**src/rtl/shc_pkg.sv**
```systemverilog
package shc_pkg;
  typedef enum logic [1:0] {
    HS_IDLE   = 2'd0,
    HS_ACTIVE = 2'd1,
    HS_HOLD   = 2'd2
  } hs_state_e;

  localparam int unsigned BUS_W = 4;
  // synchronizer bus layout
  localparam int unsigned IDX_SDI  = 0;
  localparam int unsigned IDX_SCLK = 1;
  localparam int unsigned IDX_HOLD = 2;
  localparam int unsigned IDX_CS   = 3;
endpackage

```
**src/rtl/shc_sync.sv**
```systemverilog
module shc_sync #(
  parameter int unsigned W      = 4,
  parameter int unsigned STAGES = 2,
  parameter logic [W-1:0] RST_VAL = '0
) (
  input  logic         clk_i,
  input  logic         rst_ni,
  input  logic [W-1:0] d_i,
  output logic [W-1:0] q_o
);
  generate
    if (STAGES == 0) begin : g_bypass
      assign q_o = d_i;
    end else begin : g_chain
      logic [W-1:0] stg_q [STAGES];
      for (genvar s = 0; s < STAGES; s++) begin : g_stg
        always_ff @(posedge clk_i or negedge rst_ni) begin
          if (!rst_ni) stg_q[s] <= RST_VAL;
          else if (s == 0) stg_q[s] <= d_i;
          else stg_q[s] <= stg_q[(s == 0) ? 0 : s-1];
        end
      end
      assign q_o = stg_q[STAGES-1];
    end
  endgenerate
endmodule

```
**src/rtl/shc_hold_fsm.sv**
```systemverilog
module shc_hold_fsm
  import shc_pkg::*;
(
  input  logic      clk_i,
  input  logic      rst_ni,
  input  logic      cs_ni,
  input  logic      sclk_i,
  input  logic      hold_ni,
  output hs_state_e state_o,
  output logic      dec_rst_o
);
  hs_state_e state_q, state_d;
  logic      cs_q;

  always_comb begin
    state_d = state_q;
    unique case (state_q)
      HS_IDLE: begin
        if (!cs_ni) state_d = hold_ni ? HS_ACTIVE : HS_HOLD;
      end
      HS_ACTIVE: begin
        if (cs_ni) state_d = HS_IDLE;
        else if (!hold_ni && !sclk_i) state_d = HS_HOLD;
      end
      HS_HOLD: begin
        if (cs_ni) state_d = HS_IDLE;
        else if (hold_ni && !sclk_i) state_d = HS_ACTIVE;
      end
      default: state_d = HS_IDLE;
    endcase
  end

  always_ff @(posedge clk_i or negedge rst_ni) begin
    if (!rst_ni) begin
      state_q <= HS_IDLE;
      cs_q    <= 1'b1;
    end else begin
      state_q <= state_d;
      cs_q    <= cs_ni;
    end
  end

  assign state_o   = state_q;
  assign dec_rst_o = cs_ni && !cs_q;

  // entry only from a clock-low, hold-low sample
  assert_enter_clk_low_R3: assert property (@(posedge clk_i) disable iff (!rst_ni)
    (state_q == HS_HOLD && $past(state_q) == HS_ACTIVE) |-> (!$past(sclk_i) && !$past(hold_ni)));

  // exit only from a clock-low, hold-high sample
  assert_exit_clk_low_R4: assert property (@(posedge clk_i) disable iff (!rst_ni)
    (state_q == HS_ACTIVE && $past(state_q) == HS_HOLD) |-> (!$past(sclk_i) && $past(hold_ni)));

  // any non-idle state requires a selected bus one sample earlier
  assert_sel_needed_R2: assert property (@(posedge clk_i) disable iff (!rst_ni)
    (state_q != HS_IDLE) |-> !$past(cs_ni));

  // decoder reset is a single-cycle pulse
  assert_dec_rst_pulse_R7: assert property (@(posedge clk_i) disable iff (!rst_ni)
    dec_rst_o |=> !dec_rst_o);
endmodule

```
**src/rtl/shc_clk_qual.sv**
```systemverilog
module shc_clk_qual
  import shc_pkg::*;
(
  input  logic      clk_i,
  input  logic      rst_ni,
  input  logic      sclk_i,
  input  hs_state_e state_i,
  output logic      shift_en_o
);
  logic sclk_q;

  always_ff @(posedge clk_i or negedge rst_ni) begin
    if (!rst_ni) sclk_q <= 1'b0;
    else         sclk_q <= sclk_i;
  end

  assign shift_en_o = sclk_i && !sclk_q && (state_i == HS_ACTIVE);

  // no qualified edge while paused
  assert_no_edge_in_hold_R5: assert property (@(posedge clk_i) disable iff (!rst_ni)
    (state_i == HS_HOLD) |-> !shift_en_o);

  // a qualified edge needs a low clock sample just before
  assert_edge_after_low_R6: assert property (@(posedge clk_i) disable iff (!rst_ni)
    shift_en_o |-> !$past(sclk_i));
endmodule

```
**src/rtl/shc_shifter.sv**
```systemverilog
module shc_shifter #(
  parameter int unsigned WORD_W = 8
) (
  input  logic              clk_i,
  input  logic              rst_ni,
  input  logic              clr_i,
  input  logic              shift_en_i,
  input  logic              sdi_i,
  output logic [WORD_W-1:0] rx_byte_o,
  output logic              rx_vld_o
);
  localparam int unsigned CNT_W = (WORD_W > 1) ? $clog2(WORD_W) : 1;
  localparam logic [CNT_W-1:0] LAST = CNT_W'(WORD_W - 1);

  logic [WORD_W-1:0] sh_q;
  logic [CNT_W-1:0]  cnt_q;
  logic              last_bit;
  logic [WORD_W-1:0] sh_next;

  assign last_bit = (cnt_q == LAST);
  generate
    if (WORD_W > 1) begin : g_wide
      assign sh_next = {sh_q[WORD_W-2:0], sdi_i};
    end else begin : g_narrow
      assign sh_next = sdi_i;
    end
  endgenerate

  always_ff @(posedge clk_i or negedge rst_ni) begin
    if (!rst_ni) begin
      sh_q      <= '0;
      cnt_q     <= '0;
      rx_byte_o <= '0;
      rx_vld_o  <= 1'b0;
    end else begin
      rx_vld_o <= 1'b0;
      if (clr_i) begin
        sh_q  <= '0;
        cnt_q <= '0;
      end else if (shift_en_i) begin
        sh_q <= sh_next;
        if (last_bit) begin
          cnt_q     <= '0;
          rx_byte_o <= sh_next;
          rx_vld_o  <= 1'b1;
        end else begin
          cnt_q <= cnt_q + 1'b1;
        end
      end
    end
  end

  // position is kept while no edge is qualified
  assert_cnt_kept_R6: assert property (@(posedge clk_i) disable iff (!rst_ni)
    (!shift_en_i && !clr_i) |=> ($stable(cnt_q) && $stable(sh_q)));

  // a word strobe always follows a qualified edge
  assert_vld_from_edge_R6: assert property (@(posedge clk_i) disable iff (!rst_ni)
    rx_vld_o |-> $past(shift_en_i));
endmodule

```
**src/rtl/spi_hold_ctrl.sv**
```systemverilog
module spi_hold_ctrl
  import shc_pkg::*;
#(
  parameter int unsigned SYNC_STAGES = 2,
  parameter int unsigned WORD_W      = 8
) (
  input  logic              clk_i,
  input  logic              rst_ni,
  input  logic              cs_ni,
  input  logic              sclk_i,
  input  logic              sdi_i,
  input  logic              hold_ni,
  output logic              hold_o,
  output logic              shift_en_o,
  output logic              sdo_oe_o,
  output logic              dec_rst_o,
  output logic [WORD_W-1:0] rx_byte_o,
  output logic              rx_vld_o
);
  localparam logic [BUS_W-1:0] BUS_RST = 4'b1100;

  logic [BUS_W-1:0] bus_raw, bus_s;
  hs_state_e        state;
  logic             cs_s;

  assign bus_raw[IDX_SDI]  = sdi_i;
  assign bus_raw[IDX_SCLK] = sclk_i;
  assign bus_raw[IDX_HOLD] = hold_ni;
  assign bus_raw[IDX_CS]   = cs_ni;
  assign cs_s              = bus_s[IDX_CS];

  shc_sync #(
    .W      (BUS_W),
    .STAGES (SYNC_STAGES),
    .RST_VAL(BUS_RST)
  ) i_sync (
    .clk_i (clk_i),
    .rst_ni(rst_ni),
    .d_i   (bus_raw),
    .q_o   (bus_s)
  );

  shc_hold_fsm i_fsm (
    .clk_i    (clk_i),
    .rst_ni   (rst_ni),
    .cs_ni    (cs_s),
    .sclk_i   (bus_s[IDX_SCLK]),
    .hold_ni  (bus_s[IDX_HOLD]),
    .state_o  (state),
    .dec_rst_o(dec_rst_o)
  );

  shc_clk_qual i_qual (
    .clk_i     (clk_i),
    .rst_ni    (rst_ni),
    .sclk_i    (bus_s[IDX_SCLK]),
    .state_i   (state),
    .shift_en_o(shift_en_o)
  );

  shc_shifter #(.WORD_W(WORD_W)) i_shift (
    .clk_i     (clk_i),
    .rst_ni    (rst_ni),
    .clr_i     (cs_s),
    .shift_en_i(shift_en_o),
    .sdi_i     (bus_s[IDX_SDI]),
    .rx_byte_o (rx_byte_o),
    .rx_vld_o  (rx_vld_o)
  );

  assign hold_o   = (state == HS_HOLD);
  assign sdo_oe_o = (state == HS_ACTIVE);

  // output driver never enabled in hold, never both asserted with a strobe
  assert_oe_hold_excl_R5: assert property (@(posedge clk_i) disable iff (!rst_ni)
    $onehot0({hold_o, sdo_oe_o}) && !(hold_o && shift_en_o));

  // deselected bus keeps outputs quiet
  assert_quiet_desel_R1: assert property (@(posedge clk_i) disable iff (!rst_ni)
    ($past(cs_s) && cs_s) |-> (!hold_o && !sdo_oe_o && !shift_en_o));
endmodule

```
**config.mk**
```make
export PLATFORM = sky130hd
export DESIGN_NAME = spi_hold_ctrl
export DESIGN_NICKNAME = d
export VERILOG_FILES = /design/src/rtl/shc_pkg.sv /design/src/rtl/shc_sync.sv /design/src/rtl/shc_hold_fsm.sv /design/src/rtl/shc_clk_qual.sv /design/src/rtl/shc_shifter.sv /design/src/rtl/spi_hold_ctrl.sv
export SDC_FILE = /design/constraint.sdc
export NUM_CORES = 1
export LEC_CHECK = 0
export BUFFER_PORTS_ARGS = -buffer_cell sky130_fd_sc_hd__buf_4
export CAP_MARGIN = 20
export CORE_MARGIN = 10
export CORE_UTILIZATION = 30
export DETAILED_ROUTE_END_ITERATION = 12
export HOLD_SLACK_MARGIN = 0.06
export PLACE_DENSITY = 0.57
export SYNTH_ARGS = -nofsm -noshare
export SYNTH_HDL_FRONTEND = slang
export SYNTH_SLANG_ARGS = --single-unit
```
**constraint.sdc**
```tcl
create_clock -name clk_i -period 4.2 [get_ports clk_i]
set_clock_uncertainty 0.05 [all_clocks]
set_input_delay 0.84 -clock clk_i [delete_from_list [all_inputs] [get_ports clk_i]]
set_output_delay 0.84 -clock clk_i [all_outputs]
set_load 0.01 [all_outputs]
```
; ---- Yosys cells after proc, flatten, opt, wreduce, memory -nomap -nowiden
; Index checks and enable logic that the tools add are counted.
[word_totals]
elab_cells = 45
regBits = 31
mem_count = 0
ram_bits = 0
rom_bits = 0
out_inout_bits = 13
latchBits = 0
[classes]
n_bitwise = 1
order_cmp = 0
add_sub_neg = 1
div_mod_pow = 0
eq_ne = 6
n_reduce_logical = 13
n_mux = 15
shifts = 0
mul = 0
[op_table]
columns = cell, count
row1 = $mux 7, 2
row2 = $mux 2, 6
row3 = $mux 3, 3
row4 = $ne 3x1->1 const B, 2
row5 = $pmux 2 s3, 1
row6 = $reduce_and 3->1, 2
row7 = $logic_and 1x1->1, 5
row8 = $logic_not 1->1, 4
row9 = $add 3x1->3 const B, 1
row10 = $eq 3x3->1 const B, 1
row11 = $mux 1, 3
row12 = $eq 2x1->1 const B, 1
row13 = $eq 2x2->1 const B, 1
row14 = $logic_not 2->1, 1
row15 = $ne 2x2->1 const B, 1
row16 = $reduce_bool 2->1, 1
row17 = $not 1->1, 1

; ---- Depth between registers and ports, before layout
; Gate-level depths: netlist of the first run.
[depth]
ltp_word = 5
mapped_depth = 6

; ---- Cells and area by module
; A second synthesis of the first run with hierarchy kept.
[unflattened]
hier_cells = 80
area_unflattened_um2 = 1214.9
[modules_own_cells]
columns = mod, area_per_inst_um2, seq_area_each_um2, cells_per_inst, n_inst
row1 = shc_shifter, 799.5, 475.5, 54, 1
row2 = shc_sync, 235.2, 205.2, 12, 1
row3 = shc_hold_fsm, 127.6, 76.3, 10, 1
row4 = shc_clk_qual, 37.5, 25.0, 2, 1
row5 = spi_hold_ctrl, 15.0, 0.0, 2, 1

; ---- Worst setup path before layout of the first run
; Ideal clock, no wire load.
[synth_path]
path_type = register -> output
startpoint = reg i_sync.g_chain.stg_q (netlist bit i_sync.q_o[3])
endpoint = out dec_rst_o
t_arrival_ns = 0.811
slack_ns = 2.499
stages_incl_launch_ff = 2
t_required_ns = 3.310
path_cell_list = dfstp_2 -> nor2b_1
[synth_between]
elab_chain_cells = 1
[synth_rtl]
columns = element, line
row1 = "start, declared", shc_sync.sv:15  ; logic [W-1:0] stg_q [STAGES];
row2 = "start signal, assigned by index", shc_sync.sv:19  ; else if (s == 0) stg_q[s] <= d_i;
row3 = "start signal, assigned by index", shc_sync.sv:20  ; else stg_q[s] <= stg_q[(s == 0) ? 0 : s-1];
row4 = $logic_and 1x1->1, shc_hold_fsm.sv:44  ; assign dec_rst_o = cs_ni && !cs_q;
row5 = "end, declared", spi_hold_ctrl.sv:16  ; output logic dec_rst_o,
; No other way between the ends.

; ---- Worst setup path after layout of the first run
[layout_path]
startpoint = reg i_fsm.state_q[1] (netlist: i_fsm.state_o[1])
endpoint = out shift_en_o
[layout_between]
elab_chain_cells = 2
[layout_rtl]
columns = element, line
row1 = "start, declared", shc_hold_fsm.sv:12  ; hs_state_e state_q, state_d;
row2 = "start signal, assigned", shc_hold_fsm.sv:38  ; state_q <= state_d;
row3 = $eq 2x1->1, shc_clk_qual.sv:17  ; assign shift_en_o = sclk_i && !sclk_q && (state_i == HS_ACTIVE);
row4 = $logic_and 1x1->1, shc_clk_qual.sv:17
row5 = "end, declared", spi_hold_ctrl.sv:14  ; output logic shift_en_o,
; No other way between the ends.

==> impl_metrics.ini, run 1 <==
[placement]
hpwl_um = 1220
placed_area_um2 = 1310
pre_cts_ws_ns = 2.39
portBuffers = 18
finalWeightedCongestion = 0.710

[sta]
maxSlewHeadroom_pct = 73.5
fin_crit_ns = 2.10
drv_slew = 0
tightest_slew_ns = 0.398
hold_viol_final = 0
tns_ns = 0
worst_slack_ns = 2.10
max_freq_mhz = 477
rsz0062_at_grt = false
min_period_over_period_pct = 49.9
setup_viol_count_final = 0

[final_layout]
area_delta_synth_final_pct = 25.3
utilization_pct = 38.7
finalInstanceArea_um2 = 1410
final_cell_mix = dfrtp_1 (26), buf_4 (18), a22o_1 (10), mux2_2 (8), clkbuf_8 (7)
nNetsFinal = 102
drive_gt1_share_pct = 45.3
num_antenna_cells = 0
final_common_cell = dfrtp_1

[power_and_ir_drop]
internal_power_mw = 0.469
powerDensity_nw_per_um2 = 419
peakVddDrop_mv = 0.265
total_power_mw = 0.589
netSwitchingFraction_pct = 20.4
clockPowerShare_pct = 42.5
p_comb_share_pct = 4.3
switchingPower_mw = 0.120
p_leak_nw = 0.713
power_frac_seq_pct = 53.2

[yosys]
postSynthAreaPerCell_um2 = 16.1
yosysTopAreaCellShare_pct = 57.9
synth_nets = 78
ys_warn_count = 0
seq_area_frac_synth_pct = 69.6
ys_top_cells_by_area = dfrtp_1 (58%), dfstp_2 (12%), mux2_2 (8.0%)
ys_types = 20
synth_top_cell_by_area = dfrtp_1
syn_inst = 70
syn_area_um2 = 1120
synth_seq_cells = 31

[die]
die_x_um = 81.2
dieArea_um2 = 6590
rows = 22
boundaryPins = 19
die_h_um = 81.2
start_util_pct = 30.9
core_um2 = 3630

[setup_path]
slowest_delay_ns = 0.42
crit_path_start_kind = flip-flop
path_max_fanout = 6
endpoint_kind = output port
cp_slowest_cell = dfrtp_1
arrival_ns = 1.21
crit_chain = and4bb_4 > buf_4
critical_path_class = reg -> out
required_ns = 3.31
reg2reg_slack_ns = 2.61

[clocking]
cts_resized = 0
post-cts-setup-buffers = 0
worstSkewPairLatency_ns = 0.28
clk_pin_slew_ns = 0.06
htreeDepth = 2
cts_tree = yes
cts_root_buf = clkbuf_8
hold_buffers = 0
clock_path_buffers = 2
clock_sinks = 31
cts-buffers-inserted = 5

[detailed_routing]
avgRoutedWirePerCell_um = 13.1
wl_met1_um = 790
ant_nets = 0
route.met2.wl_um = 884
drt_iter0_drc = 29
avgViaCountPerCell = 4.38
drtPass1Iterations = 4
routed-wl-met3_um = 166
num_vias = 626
drc = 0
top_layer_used = met4
routed_wl_um = 1870

[min_path]
worstHoldPathType = reg -> reg

[global_route]
groute.usage.overall_pct = 6.57
antenna_found_initial = 0
grt_overflow_total = 0
grt_pass1_wl_um = 3190
first_global_vias = 675
grt_max_degree = 32

[job]
maxCapViolCount = 0

[run_status]
status = complete, no violations
cell usage after synthesis:
cell type	instances
a21oi_1	2
and2b_1	1
nor2_2	1
dfrtp_1	26
a21o_1	1
a22o_1	10
nor2b_1	4
and4bb_4	1
mux2_2	8
o22ai_1	1
nor2b_4	1
or3_1	1
dfstp_2	5
buf_6	1
nor2_1	1
inv_2	1
nand2_4	1
nand2b_1	1
nand2_1	1
ha_1	2
power groups by stage:
| stage | Sequential, mW | Clock (mW) | Combinational (mW) |
|---|---|---|---|
| final | 0.314 | 0.251 | 0.0251 |
| after global routing | 0.315 | 0.272 | 0.0285 |
| after CTS | 0.314 | 0.259 | 0.0262 |
| after detailed placement | 0.319 | 0 | 0.0262 |
| after global placement | 0.318 | 0 | 0.0258 |
| after floorplan | 0.318 | 0 | 0.0115 |
per-stage QoR:
stage / std cells / hold WS [ns]
CTS: 143 / 0.298
global route: 143 / 0.301
detailed placement: 135 / 0.286
global placement: 135 / 0.285
floorplan: 70 / 0.281
finish: 143 / 0.296
logic make-up after synthesis:
| group | after synthesis | synth area share [%] |
|---|---|---|
| AOI/OAI and AO/OA | 14 | 9.91 |
| adders and majority gates | 2 | 2.23 |
| buffers and inverters | 2 | 1.34 |
| DFF | 31 | 69.6 |
| muxes | 8 | 8.02 |
| and+or+nand+nor | 13 | 8.91 |
sequential cells by signal, indices dropped and copies added, names as in the netlist:
register / flops
i_shift.rx_byte_o: 8
i_shift.sh_q: 7
i_sync.g_chain.stg_q: 4
i_sync.q_o: 4
i_shift.cnt_q: 3
i_fsm.state_o: 2
i_fsm.cs_q: 1
i_qual.sclk_q: 1
i_shift.rx_vld_o: 1
per-layer routing:
metal  track usage [%]  vias up
li1                  -      299
met1              6.40      308
met2              10.1       15
met3              5.08        4
met4              3.11        0
met5                 0        -
worst max-delay path, delay by kind of cell, from the launching register on:
kind	cells	cell delay (ns)
DFF	1	0.42
and+or+nand+nor	1	0.37
buffers and inverters	1	0.13
layout make-up:
class,instances,area [um2]
fillers,343,2230
flip-flops and latches,31,782
multi-input cells,37,327
repair buffers,18,135
clock buffers,8,100
well taps,48,60.1
inverters,1,3.75
path summary, 6_finish.rpt:
check / from / cells after the start / to
min reg2reg: i_sync.g_chain.stg_q[5] / 0 / i_sync.q_o[1]
max in group asynchronous: rst_ni / 1 / i_sync.g_chain.stg_q[7]
min in group asynchronous: rst_ni / 1 / i_sync.g_chain.stg_q[5]
max reg2reg: i_shift.cnt_q[0] / 5 / i_shift.rx_byte_o[3]
min: i_sync.g_chain.stg_q[5] / 0 / i_sync.q_o[1]
max: i_fsm.state_o[1] / 2 / shift_en_o
Note: power is estimated with default switching activity, not from simulation.
==> inputs of run 2 (changes only) <==
--- a/config.mk
+++ b/config.mk
@@ -11,7 +11,7 @@
 export CORE_UTILIZATION = 30
 export DETAILED_ROUTE_END_ITERATION = 12
 export HOLD_SLACK_MARGIN = 0.06
-export PLACE_DENSITY = 0.57
+export PLACE_DENSITY = 0.59
 export SYNTH_ARGS = -nofsm -noshare
 export SYNTH_HDL_FRONTEND = slang
 export SYNTH_SLANG_ARGS = --single-unit
==> constraint.sdc (replaced) <==
create_clock -name clk_i -period 1.8 [get_ports clk_i]
set_clock_uncertainty 0.05 [all_clocks]
set_input_delay 0.36 -clock clk_i [delete_from_list [all_inputs] [get_ports clk_i]]
set_output_delay 0.36 -clock clk_i [all_outputs]
set_load 0.01 [all_outputs]
==> run 2 against run 1 <==
  * Final cell count increased by 0.70%
  * Clock power increased by 130%
  * Register-to-register slack got worse by 2.4 ns
  * Critical path depth unchanged
  * First-iteration DRC count decreased by 48%
  * Wire length increased by 1.1%
  * Die area unchanged
  * Combinational power increased by 140%
  * Global-route usage increased by 0.22 points
  * Highest routed layer unchanged
==> impl_metrics.ini, run 2 (same netlist as run 1, synthesis figures left out) <==
[die]
start_util_pct = 30.9
core_um2 = 3630
rows = 22
die_x_um = 81.2
boundaryPins = 19
dieArea_um2 = 6590
die_h_um = 81.2

[clocking]
clock_sinks = 31
cts_resized = 0
cts_root_buf = clkbuf_8
clock_path_buffers = 2
worstSkewPairLatency_ns = 0.28
clk_pin_slew_ns = 0.06
htreeDepth = 2
cts-buffers-inserted = 5
cts_tree = yes

[detailed_routing]
ant_nets = 0
drc = 0
avgViaCountPerCell = 4.46
num_vias = 642
drt_iter0_drc = 15
avgRoutedWirePerCell_um = 13.1
drtPass1Iterations = 4
routed_wl_um = 1890

[setup_path]
required_ns = 1.39
slowest_delay_ns = 0.61
r2r_cells = 5
path_max_fanout = 7
worstReg2RegStart = i_shift.cnt_q[0]
arrival_ns = 1.20
endpoint_kind = output port
cp_slowest_cell = dfstp_2
endpoint = dec_rst_o
critical_path_class = reg -> out
r2r-end = i_shift.rx_byte_o[2]
crit_path_start_kind = flip-flop
reg2reg_slack_ns = 0.21
crit_chain = nor2b_1 > buf_4
cp-startpoint = i_sync.q_o[3]

[sta]
rsz0062_at_grt = false
maxSlewHeadroom_pct = 71.7
fin_crit_ns = 1.61
tightest_slew_ns = 0.425
min_period_over_period_pct = 89.2
holdWs_ns = 0.133
drv_slew = 0
setup_viol_count_final = 0
max_freq_mhz = 623
tns_ns = 0
hold_viol_final = 0

[global_route]
grt_pass1_wl_um = 3250
grt_use_met2_pct = 9.32
antenna_found_initial = 0
met1_usage_pct = 7.56
groute.usage.overall_pct = 6.79
top_usage_layer = met2
grt_overflow_total = 0
grt_max_degree = 32
grtUsageMet3_pct = 4.64
first_global_vias = 660

[final_layout]
drive_gt1_share_pct = 44.8
largest_register_ffs = 8
regMostFlops = i_shift.rx_byte_o
nNetsFinal = 103
num_antenna_cells = 0
area_delta_synth_final_pct = 26.2
final_common_cell = dfrtp_1
fillCellCount = 350
final_cell_mix = dfrtp_1 (26), buf_4 (18), a22o_1 (10), mux2_2 (8), clkbuf_8 (7)
largestRegisters = i_shift.rx_byte_o x8, i_shift.sh_q x7

[power_and_ir_drop]
peakVddDrop_mv = 0.572
p_leak_nw = 0.717
powerDensity_nw_per_um2 = 970

[min_path]
whs_path_depth = 1
worstHoldPathType = in -> reg

[placement]
finalWeightedCongestion = 0.716
portBuffers = 18
hpwl_um = 1310

[job]
maxCapViolCount = 0

[run_status]
status = complete, no violations
run 2: repair_timing:
item,CTS,global route
buffers inserted,0,0
hold endpoints to repair,26,0
hold buffers,1,0
setup endpoints to repair,0,0
run 2: layout make-up:
cell class                      instances  area [um2]  area share, %
Tap cell                               48        60.1           4.24
Clock buffer                            8         100           7.06
Sequential cell                        31         782           55.2
Inverter                                1        3.75          0.265
Multi-Input combinational cell         37         327           23.0
Timing Repair Buffer                   19         145           10.2
run 2: worst max-delay path: cells and delay by family (launching register included):
kind,cells,cell delay (ns)
buf+inv,1,0.13
flops,1,0.61
simple gates,1,0.17
run 2: stage by stage:
stage | utilization (%) | instance area, um2 | std cells | total power, mW | worst slack (ns)
global placement | 36.0 | 1310 | 135 | 0.803 | 0.245
finish | 39.0 | 1420 | 144 | 1.37 | 0.194
detailed placement | 36.0 | 1310 | 135 | 0.805 | 0.207
CTS | 39.0 | 1420 | 144 | 1.40 | 0.170
floorplan | - | 1120 | 70 | 0.768 | 0.297
global route | 39.0 | 1420 | 144 | 1.45 | 0.105
run 2: per-layer routing:
layer  routed length, um  up-vias  share of wire, %
li1                    -      300                 -
met1                 861      318                46
met2                 827       17                44
met3                 154        7               8.2
met4                  44        0               2.3
met5                   0        -                 0
run 2: power breakdown:
part	internal (mW)	switching (mW)	total [mW]	leakage [nW]
Sequential	0.719	0.0134	0.732	0.402
Combinational	0.0292	0.0309	0.0601	0.264
Clock	0.348	0.235	0.583	0.0515
Total	1.10	0.279	1.37	0.717
run 2: worst min-delay path by stage:
stage	start	to	slack (ns)
after floorplan	rst_ni	i_fsm.state_o[0]	0.01
after detailed placement	rst_ni	i_sync.q_o[0]	0.26
after global placement	rst_ni	i_sync.g_chain.stg_q[5]	0.25
after CTS	sdi_i	i_sync.g_chain.stg_q[4]	0.12
final	sdi_i	i_sync.g_chain.stg_q[4]	0.13
after global routing	sdi_i	i_sync.g_chain.stg_q[4]	0.11
